==> src/rtl/pgseq_pkg.sv <==
package pgseq_pkg;
  typedef enum logic [1:0] {K_DATA = 2'd0, K_ECC = 2'd1, K_SPARE = 2'd2} beat_kind_e;
  typedef enum logic [1:0] {S_IDLE, S_WAIT, S_BEAT, S_ECC} seq_state_e;
endpackage

==> src/rtl/pgseq_gate.sv <==
module pgseq_gate #(
  parameter int DEPTH = 16,
  parameter int BURST = 4,
  localparam int LVW = $clog2(DEPTH + 1)
) (
  input  logic [LVW-1:0] level,
  input  logic           to_mem,
  input  logic           burst_mode,
  output logic           ok
);
  logic [LVW-1:0] need;
  logic [LVW-1:0] room;

  always_comb begin
    need = burst_mode ? LVW'(BURST) : LVW'(1);
    room = LVW'(DEPTH) - level;
    ok   = to_mem ? (level >= need) : (room >= need);
  end
endmodule

==> src/rtl/pgseq_tcount.sv <==
module pgseq_tcount #(
  parameter int LW = 12
) (
  input  logic          clk,
  input  logic          rst_n,
  input  logic          load_req,
  input  logic [LW-1:0] load_val,
  input  logic          fifo_empty,
  input  logic          dec,
  output logic [LW-1:0] cnt
);
  always_ff @(posedge clk or negedge rst_n) begin
    if (!rst_n) cnt <= '0;
    else if (load_req && fifo_empty && cnt == '0) cnt <= load_val;
    else if (dec) cnt <= (cnt >= LW'(4)) ? cnt - LW'(4) : '0;
  end

  // without a load the count never rises
  a_r10_no_rise: assert property (@(posedge clk) disable iff (!rst_n)
    !load_req |=> cnt <= $past(cnt));
  // a load request is refused while data is pending or the count is busy
  a_r9_load_guard: assert property (@(posedge clk) disable iff (!rst_n)
    load_req && (cnt != '0 || !fifo_empty) |=> cnt <= $past(cnt));
endmodule

==> src/rtl/page_ecc_dma_seq.sv <==
module page_ecc_dma_seq
  import pgseq_pkg::*;
#(
  parameter int AW          = 16,
  parameter int LW          = 12,
  parameter int CHUNK_BYTES = 256,
  parameter int BURST       = 4,
  parameter int ECC_SLOTS   = 8,
  parameter int FIFO_DEPTH  = 16,
  parameter int SPARE_DIV   = 32,
  localparam int LVW = $clog2(FIFO_DEPTH + 1)
) (
  input  logic           clk,
  input  logic           rst_n,
  input  logic           cfg_we,
  input  logic [4:0]     cfg_wdata,
  output logic [4:0]     cfg_q,
  input  logic           go,
  input  logic [LW-1:0]  go_len,
  input  logic [AW-1:0]  go_base,
  output logic           run,
  input  logic [LVW-1:0] fifo_level,
  output logic [LW-1:0]  xfer_cnt,
  output logic           mv_valid,
  input  logic           mv_ready,
  output logic [1:0]     mv_kind,
  output logic [AW-1:0]  mv_addr,
  output logic           mv_to_mem,
  output logic           mv_last
);
  localparam int CHUNK_WORDS = CHUNK_BYTES / 4;
  localparam int MAX_BYTES   = ECC_SLOTS * CHUNK_BYTES;
  localparam int CW          = $clog2(ECC_SLOTS + 1);
  localparam int BW          = $clog2(BURST + 1);

  seq_state_e     st;
  beat_kind_e     kind;
  logic           dir_rd, bmode;
  logic [AW-1:0]  waddr;
  logic [CW-1:0]  chunk, nchunks;
  logic [LW-1:0]  elem_left, spare_words;
  logic [BW-1:0]  beats_left;
  logic           go_ok, gate_ok, fin, nch_zero;
  logic [LW-1:0]  nch_full, load_val;

  always_comb begin
    go_ok     = go && !run && go_len >= LW'(4) && go_len <= LW'(MAX_BYTES);
    nch_full  = go_len / LW'(CHUNK_BYTES);
    nch_zero  = (nch_full == '0);
    load_val  = nch_zero ? go_len : go_len + go_len / LW'(SPARE_DIV);
    run       = (st != S_IDLE);
    mv_valid  = (st == S_BEAT) || (st == S_ECC);
    mv_kind   = (st == S_ECC) ? K_ECC : kind;
    mv_addr   = (st == S_ECC) ? AW'(chunk) : waddr;
    mv_to_mem = (st == S_ECC) ? 1'b1 : dir_rd;
    mv_last   = (st == S_BEAT) && (kind == K_SPARE) && (elem_left == LW'(1));
    fin       = mv_last && mv_ready;
  end

  pgseq_gate #(.DEPTH(FIFO_DEPTH), .BURST(BURST)) u_gate (
    .level(fifo_level), .to_mem(dir_rd), .burst_mode(bmode), .ok(gate_ok)
  );

  pgseq_tcount #(.LW(LW)) u_cnt (
    .clk(clk), .rst_n(rst_n), .load_req(go_ok), .load_val(load_val),
    .fifo_empty(fifo_level == '0),
    .dec((st == S_BEAT) && mv_ready),
    .cnt(xfer_cnt)
  );

  always_ff @(posedge clk or negedge rst_n) begin
    if (!rst_n) cfg_q <= '0;
    else if (cfg_we && !run) cfg_q <= cfg_wdata;
    else if (fin) cfg_q[4:1] <= '0;
  end

  always_ff @(posedge clk or negedge rst_n) begin
    if (!rst_n) begin
      st <= S_IDLE; kind <= K_DATA; dir_rd <= 1'b0; bmode <= 1'b0;
      waddr <= '0; chunk <= '0; nchunks <= '0; elem_left <= '0;
      spare_words <= '0; beats_left <= '0;
    end else begin
      case (st)
        S_IDLE: if (go_ok) begin
          st          <= S_WAIT;
          dir_rd      <= cfg_q[1];
          bmode       <= cfg_q[2];
          waddr       <= go_base;
          chunk       <= '0;
          nchunks     <= CW'(nch_full);
          spare_words <= (go_len / LW'(SPARE_DIV)) >> 2;
          kind        <= nch_zero ? K_SPARE : K_DATA;
          elem_left   <= nch_zero ? (go_len >> 2) : LW'(CHUNK_WORDS);
        end
        S_WAIT: if (gate_ok) begin
          st         <= S_BEAT;
          beats_left <= bmode ? BW'(BURST) : BW'(1);
        end
        S_BEAT: if (mv_ready) begin
          waddr      <= waddr + AW'(1);
          elem_left  <= elem_left - LW'(1);
          beats_left <= beats_left - BW'(1);
          if (elem_left == LW'(1)) st <= (kind == K_DATA) ? S_ECC : S_IDLE;
          else if (beats_left == BW'(1)) st <= S_WAIT;
        end
        S_ECC: if (mv_ready) begin
          chunk <= chunk + CW'(1);
          st    <= S_WAIT;
          if (chunk + CW'(1) == nchunks) begin
            kind      <= K_SPARE;
            elem_left <= spare_words;
          end else begin
            kind      <= K_DATA;
            elem_left <= LW'(CHUNK_WORDS);
          end
        end
        default: st <= S_IDLE;
      endcase
    end
  end

  // every data or spare burst opens after a cycle with enough FIFO words or room
  a_r6_burst_gated: assert property (@(posedge clk) disable iff (!rst_n)
    $rose(mv_valid) && mv_kind != K_ECC |-> $past(gate_ok));
  // an offered beat is held unchanged until accepted
  a_r7_hold: assert property (@(posedge clk) disable iff (!rst_n)
    mv_valid && !mv_ready |=> mv_valid && $stable(mv_addr) && $stable(mv_kind)
      && $stable(mv_to_mem) && $stable(mv_last));
  // the terminal-count beat ends the transfer
  a_r8_last_ends: assert property (@(posedge clk) disable iff (!rst_n)
    mv_last && mv_ready |=> !run);
  // configuration bits 1..4 are clear when the transfer stops
  a_r11_cfg_clear: assert property (@(posedge clk) disable iff (!rst_n)
    $fell(run) |-> cfg_q[4:1] == 4'b0);
  // ECC beats address an existing slot
  a_r4_ecc_slot: assert property (@(posedge clk) disable iff (!rst_n)
    mv_valid && mv_kind == K_ECC |-> mv_addr < AW'(ECC_SLOTS));
endmodule

==> config.mk <==
export PLATFORM = sky130hd
export DESIGN_NAME = page_ecc_dma_seq
export DESIGN_NICKNAME = d
export VERILOG_FILES = /design/src/rtl/pgseq_pkg.sv /design/src/rtl/pgseq_gate.sv /design/src/rtl/pgseq_tcount.sv /design/src/rtl/page_ecc_dma_seq.sv
export SDC_FILE = /design/constraint.sdc
export NUM_CORES = 1
export LEC_CHECK = 0
export CORE_MARGIN = 2
export CORE_UTILIZATION = 35
export CTS_CLUSTER_DIAMETER = 60
export CTS_CLUSTER_SIZE = 20
export DETAILED_ROUTE_END_ITERATION = 6
export DONT_BUFFER_PORTS = 1
export GPL_TIMING_DRIVEN = 0
export HOLD_SLACK_MARGIN = 0.03
export PLACE_DENSITY_LB_ADDON = 0.08
export SLEW_MARGIN = 20
export SYNTH_ARGS = -nofsm -noshare
export SYNTH_HDL_FRONTEND = slang
export SYNTH_SLANG_ARGS = --single-unit
==> constraint.sdc <==
create_clock -name clk -period 3.3 [get_ports clk]
set_clock_uncertainty 0.15 [all_clocks]
set_input_delay 0.66 -clock clk [delete_from_list [all_inputs] [get_ports clk]]
set_output_delay 0.66 -clock clk [all_outputs]
set_load 0.005 [all_outputs]
==> results.md, run 1 <==
* Run status: finished clean
* H-tree Lvls at 3
* Number of global-route vias before repair at 4169
* # fillers at 1348
* RSZ-0062 raised after global routing: false
* Setup TNS Final at 0 ns
* Largest net degree at the start of global routing at 63
* Synth Cell Area at 0.00470 mm²
* Worst slew pin tran at 0.876 ns
* Net count after synthesis at 607
* Top_reg_cell synth: dfrtp_1
* ANT cells at 0
* CP Max Fanout at 10
* Die W at 120 µm
* Root buffer cell: clkbuf_16
* Final ANT Viol Nets at 0
* Post-DP HPWL at 10500 µm
* Die area at 0.0144 mm²
* I/O pin cnt at 82
* Cell area after placement at approximately 0.0049 mm²
* CTS tree: done
* Longest Clk Path Bufs at 2
* Max Cap Viol at 0
* Most frequent cells in the layout: 62 x dfrtp_1, 59 x nand2_1, 38 x nor2_1
* Routed vias at 4191
* Clk slew on worst S/H paths at 0.06 ns
* DRC at 0
* Worst Path Class, Setup: flop to primary output
* Global placement routability congestion at 0.801
* Final setup fails at 0
* Grt total ovfl at 0
* Final Hold Viols at 0
* Pins Over Slew Limit at 0
* Number of placement rows at 42
* Ys async rst share at between 90% and 100%
* Initial Util at 35.7%
* Worst skew pair latency at between 0.3 and 0.4 ns
* Sequential area share after synthesis at 33.0%
* Setup bufs post-CTS at 0
* Post-Route WL at 14200 µm
* VDD IR max at 288 µV
* Period minus WS final at 3.04 ns
* Commonest non-fill, non-tap cell in the layout: dfrtp_1
* Mapped Cells at 538
* Syn avg cell area at 8.74 µm²
* CTS buffer count at 9
* Die Y at 120 µm
* WP data arrival at around 2.2 ns
* Netlist cell types at 71
* Fin crit share at between 90 and 100%
* Rel. slew slack at 41.1%
* CP Capture Type: primary output
* Post-synth EDFFs at 0
* Global-route wire length before repair at 23100 µm
* Initial antenna violation count at 0
* Yosys synthesis warning count at 0
* Number of synthesized register bits at a little over 60
* Cell area after layout at 0.00525 mm²
* Setup crit start kind: flop
* F_max at 329 MHz
* Cells on worst reg2reg path at 10
* Nets at between 600 and 700
* Starting DRC count in detailed routing at 208
* Wire per inst at 19.4 µm
* CTS sink count at 62
* Hold crit path type: input pin to asynchronous set/reset pin
* Port Buffers at 0
* First-pass DRT Iterations at 5
* Layout cell share with drive strength beyond 1 at 11.6%
* All-Layer GR Usage at 20.7%
* Core Area at approximately 0.013 mm²
* Vias/cell at 5.74
* Leak at 2.17 nW
* Layout area overhead at 11.5%
* WP data required at 2.49 ns
* PwrDens at 880 mW/mm²
power by group:
part / switching [W] / internal (W)
combinational: 0.00125 / 0.000915
sequential: 0.000420 / 0.00110
clock: 0.000347 / 0.000587
cells in the mapped netlist (5+ instances only):
master | instances | area share (%)
a22o_1 | 8 | 1.5
nor4_1 | 7 | 0.93
nor2b_1 | 13 | 1.7
nor2_1 | 38 | 3.0
or2_2 | 11 | 1.5
or4_1 | 7 | 1.1
nand2_1 | 59 | 4.7
o21ai_0 | 30 | 3.2
o31ai_1 | 5 | 0.80
xor2_1 | 6 | 1.1
o221ai_1 | 5 | 0.93
and3_1 | 7 | 0.93
a31oi_1 | 6 | 0.80
o211ai_1 | 9 | 1.4
ha_1 | 25 | 6.7
clkbuf_1 | 15 | 1.2
nand4_1 | 6 | 0.80
or3_1 | 7 | 0.93
xnor2_1 | 7 | 1.3
a221oi_1 | 6 | 1.1
a21oi_1 | 16 | 1.7
dfrtp_1 | 62 | 33
nand3_1 | 15 | 1.6
buf_2 | 5 | 0.53
a211oi_1 | 8 | 1.3
mux2i_1 | 10 | 2.1
mux2_2 | 9 | 2.2
inv_1 | 32 | 2.6
nor3_1 | 20 | 2.1
nand2b_1 | 7 | 0.93
o21bai_1 | 6 | 0.96
registers in the layout (all words and copies together), names as in the netlist:
| name | count |
|---|---|
| kind | 1 |
| beats_left | 3 |
| cfg_q | 5 |
| waddr | 16 |
| nchunks | 4 |
| dir_rd | 1 |
| u_cnt.cnt | 12 |
| bmode | 1 |
| spare_words | 1 |
| chunk | 4 |
| elem_left | 12 |
| st | 2 |
kinds of logic (layout without fill, tap and decap cells):
kind of cell | Yosys count | in the layout | synth area share, %
buffers and inverters | 57 | 73 | 4.92
AND/OR/NAND/NOR | 220 | 220 | 24.8
adder cells (fa/ha/maj) | 26 | 26 | 7.08
multiplexers | 19 | 19 | 4.28
AO/OA/AOI/OAI | 139 | 139 | 22.5
flip-flops | 62 | 62 | 33.0
XOR/XNOR | 15 | 15 | 3.38
layout make-up:
type | instances | area (µm²) | area share, %
Tap cell | 176 | 220 | 4.20
Timing Repair Buffer | 1 | 27.5 | 0.525
Inverter | 33 | 124 | 2.36
Clock buffer | 15 | 288 | 5.49
Multi-Input combinational cell | 419 | 2930 | 55.8
Sequential cell | 62 | 1550 | 29.6
Buffer | 24 | 109 | 2.08
final timing paths:
check / from / end / slack, ns
max: st[0] / mv_addr[0] / 0.26
min: rst_n / waddr[13] / 0.05
max reg2reg: st[0] / waddr[10] / 0.52
min reg2reg: spare_words[0] / spare_words[0] / 0.36
max in group asynchronous: rst_n / nchunks[1] / 2.67
min in group clk: go_base[15] / waddr[15] / 0.31
critical path, stage by stage (launching register included):
cell and delay [ns]:
dfrtp_1 0.39, ha_1 0.36, buf_1 0.44, clkbuf_1 0.48, o21ai_0 0.23
layer usage:
metal  global-route usage (%)  share of wire, %  up-vias  routed length, µm
met5                        0                 0        -                  0
met2                     33.0                47      111               6700
met4                     6.18               1.7        0                237
li1                         -                 -     2012                  -
met1                     27.9                46     2052               6510
met3                     4.94               5.1       16                725
per-stage QoR:
stage | total power, W | std cells | setup WS, ns | util, % | hold WS (ns)
floorplan | 0.00310 | 538 | 0.638 | - | 0.214
global placement | 0.00364 | 714 | 0.257 | 37.3 | 0.218
detailed placement | 0.00369 | 714 | 0.208 | 37.3 | 0.218
CTS | 0.00467 | 730 | 0.0595 | 39.7 | 0.0634
global route | 0.00504 | 730 | 0.0731 | 39.8 | 0.0732
finish | 0.00462 | 730 | 0.260 | 39.8 | 0.0532
repair_timing:
item                                    in CTS  in global routing
gates resized for setup                      0                  3
hold buffers                                 1                  0
endpoints found under the setup margin       0                  2
hold endpoints to repair                    62                  0
Note: power is estimated with default switching activity, not from simulation.
==> run 2, diff against run 1 <==
--- a/config.mk
+++ b/config.mk
@@ -5,7 +5,7 @@
 export SDC_FILE = /design/constraint.sdc
 export NUM_CORES = 1
 export LEC_CHECK = 0
-export CORE_MARGIN = 2
+export CORE_MARGIN = 1.5
 export CORE_UTILIZATION = 35
 export CTS_CLUSTER_DIAMETER = 60
 export CTS_CLUSTER_SIZE = 20
@@ -13,7 +13,6 @@
 export DONT_BUFFER_PORTS = 1
 export GPL_TIMING_DRIVEN = 0
 export HOLD_SLACK_MARGIN = 0.03
-export PLACE_DENSITY_LB_ADDON = 0.08
 export SLEW_MARGIN = 20
 export SYNTH_ARGS = -nofsm -noshare
 export SYNTH_HDL_FRONTEND = slang
==> results.md, run 2 (synthesis results as in run 1) <==
* Vias/cell at 5.86 (was 5.74)
* All-Layer GR Usage at 20.1% (was 20.7%)
* CP Capture Type: primary output (unchanged)
* Utilization after layout at 39.9% (was 39.8%)
* VDD IR max at 314 µV (was 288 µV)
* Worst R2R Start: st[0] (unchanged)
* CP Max Fanout at 4 (was 10)
* Worst skew pair latency at 0.35 ns (was 0.34 ns)
* Wire per inst at 18.9 µm (was 19.4 µm)
* Run status: finished clean (unchanged)
* I/O pin cnt at 82 (unchanged)
* PwrDens at 896 mW/mm² (was 880 mW/mm²)
* F_max at 321 MHz (was 329 MHz)
* Worst slew pin tran at 0.798 ns (was 0.876 ns)
* Commonest non-fill, non-tap cell in the layout: dfrtp_1 (unchanged)
* DRC at 0 (unchanged)
* Max reg flops at 16 (unchanged)
* Finished Layout Cells at 731 (was 730)
* Period minus WS final at 3.11 ns (was 3.04 ns)
* CTS tree: done (unchanged)
* Number of global-route vias before repair at 4301 (was 4169)
* Slowest stage delay, CP at 0.57 ns (was 0.48 ns)
* Crit path cell chain: inv_1 -> ha_1 -> or4b_2 -> nor3_1 -> and3_1 (was ha_1 -> buf_1 -> clkbuf_1 -> o21ai_0)
* Max Cap Viol at 0 (unchanged)
* Core Area at 0.0132 mm² (unchanged)
* Cells on worst reg2reg path at 10 (unchanged)
* # fillers at 1343 (was 1348)
* RSZ-0062 raised after global routing: false (unchanged)
* Clk slew on worst S/H paths at 0.05 ns (was 0.06 ns)
* Nets at 619 (unchanged)
* Setup crit start kind: flop (unchanged)
* Routed vias at 4287 (was 4191)
* CTS buffer count at 9 (unchanged)
* Final setup fails at 0 (unchanged)
* Most frequent cells in the layout: 62 x dfrtp_1, 59 x nand2_1, 38 x nor2_1 (unchanged)
* Final ANT Viol Nets at 0 (unchanged)
* Pre-CTS setup slack at 0.243 ns (was 0.208 ns)
* Starting DRC count in detailed routing at 271 (was 208)
* RR Endpoint: waddr[10] (unchanged)
* Number of placement rows at 42 (unchanged)
* ANT cells at 0 (unchanged)
* Layout cell share with drive strength beyond 1 at 11.7% (was 11.6%)
* Crit path to: mv_last (was mv_addr[0])
* Longest Clk Path Bufs at 2 (unchanged)
* Fin crit share at 94.3% (was 92.1%)
* Port Buffers at 0 (unchanged)
* Largest Register: waddr (unchanged)
* Tot Pwr at 0.00472 W (was 0.00462 W)
* Leak at 2.18 nW (was 2.17 nW)
* WP data arrival at 2.30 ns (was 2.23 ns)
* Root buffer cell: clkbuf_16 (unchanged)
* Hold crit path type: input pin to asynchronous set/reset pin (unchanged)
* Worst Path Class, Setup: flop to primary output (unchanged)
* Rel. slew slack at 46.3% (was 41.1%)
* WP data required at 2.49 ns (about the same)
* Origin of the worst setup path: elem_left[1] (was st[0])
* Post-Route WL at 13800 µm (was 14200 µm)
* Die Y at 119 µm (was 120 µm)
* Layout area overhead at 12.0% (was 11.5%)
* Setup TNS Final at 0 ns (unchanged)
* Initial Util at 35.7% (unchanged)
* Global placement routability congestion at 0.859 (was 0.801)
* Die area at 0.0141 mm² (was 0.0144 mm²)
* CP max stage cell: or4b_2 (was clkbuf_1)
* CTS sink count at 62 (unchanged)
* Grt total ovfl at 0 (unchanged)
* Final worst-path setup slack at 0.188 ns (was 0.260 ns)
* Pins Over Slew Limit at 0 (unchanged)
* Placed insts at 714 (unchanged)
* Largest registers: waddr (16), elem_left (12), u_cnt.cnt (12) (unchanged)
* Largest net degree at the start of global routing at 63 (unchanged)
* Global-route wire length before repair at 22400 µm (was 23100 µm)
* Post-DP HPWL at 10100 µm (was 10500 µm)
* H-tree Lvls at 3 (unchanged)
* Reg2reg setup slack at 0.46 ns (was 0.52 ns)
* Die W at 119 µm (was 120 µm)
* First-pass DRT Iterations at 5 (unchanged)
* Initial antenna violation count at 0 (unchanged)
* Final Hold Viols at 0 (unchanged)
## run 2: changes by cell type in the layout (fill, tap and decap cells not counted)
cell	change
bufinv_16	+2
clkbuf_1	-1
clkbuf_8	-4
clkinv_2	+2
clkinv_4	+1
clkinvlp_4	+1
nor3_1	+1
nor3_2	-1
## run 2: timing repair
item / 4_1_cts / 5_1_grt
gates resized for setup: 0 / 2
endpoints found under the setup margin: 0 / 1
setup buffers: 0 / 0
hold buffers: 1 / 0
endpoints found under the hold margin: 62 / 0
## run 2: worst min-delay path by stage
| stage | cells past startpoint | end |
|---|---|---|
| after floorplan | 0 | beats_left[0] |
| final | 1 | elem_left[10] |
| after detailed placement | 0 | elem_left[9] |
| after global placement | 0 | elem_left[10] |
| after global routing | 1 | waddr[12] |
| after CTS | 1 | waddr[12] |
## run 2: final cells by class
class,instances,area [µm²],share of cell area [%]
timing repair buffer,1,27.5,0.523
buffer,24,109,2.07
clock inverter,6,86.3,1.64
inverter,33,124,2.35
sequential,62,1550,29.5
clock buffer,10,229,4.35
tap,176,220,4.18
multi-input combinational,419,2920,55.4
## run 2: through the flow
| step | cell area [µm²] | hold slack, ns |
|---|---|---|
| 3_3_place_gp | 4920 | 0.220 |
| 6_report | 5270 | 0.0423 |
| 4_1_cts | 5270 | 0.0544 |
| 2_1_floorplan | 4700 | 0.214 |
| 3_5_place_dp | 4920 | 0.219 |
| 5_1_grt | 5270 | 0.0580 |
## run 2: where the power goes
part	internal, W	switching (W)
sequential	0.00110	0.000425
clock	0.000660	0.000369
combinational	0.000919	0.00125
total	0.00267	0.00204
## run 2: per-layer routing
layer | track usage (%) | part of all wire, % | up-vias | wire length (µm)
li1 | - | - | 2020 | -
met1 | 25.0 | 44 | 2109 | 6050
met3 | 4.93 | 5.7 | 24 | 780
met2 | 33.3 | 48 | 134 | 6600
met5 | 0 | 0 | - | 0
met4 | 8.81 | 2.7 | 0 | 371
## run 2: critical path: cells and delay by family, from the launching register on
| kind | cells | cell delay, ns |
|---|---|---|
| adder cells (fa/ha/maj) | 1 | 0.13 |
| AND/OR/NAND/NOR | 3 | 1.32 |
| flip-flops | 1 | 0.41 |
| buffers and inverters | 1 | 0.09 |
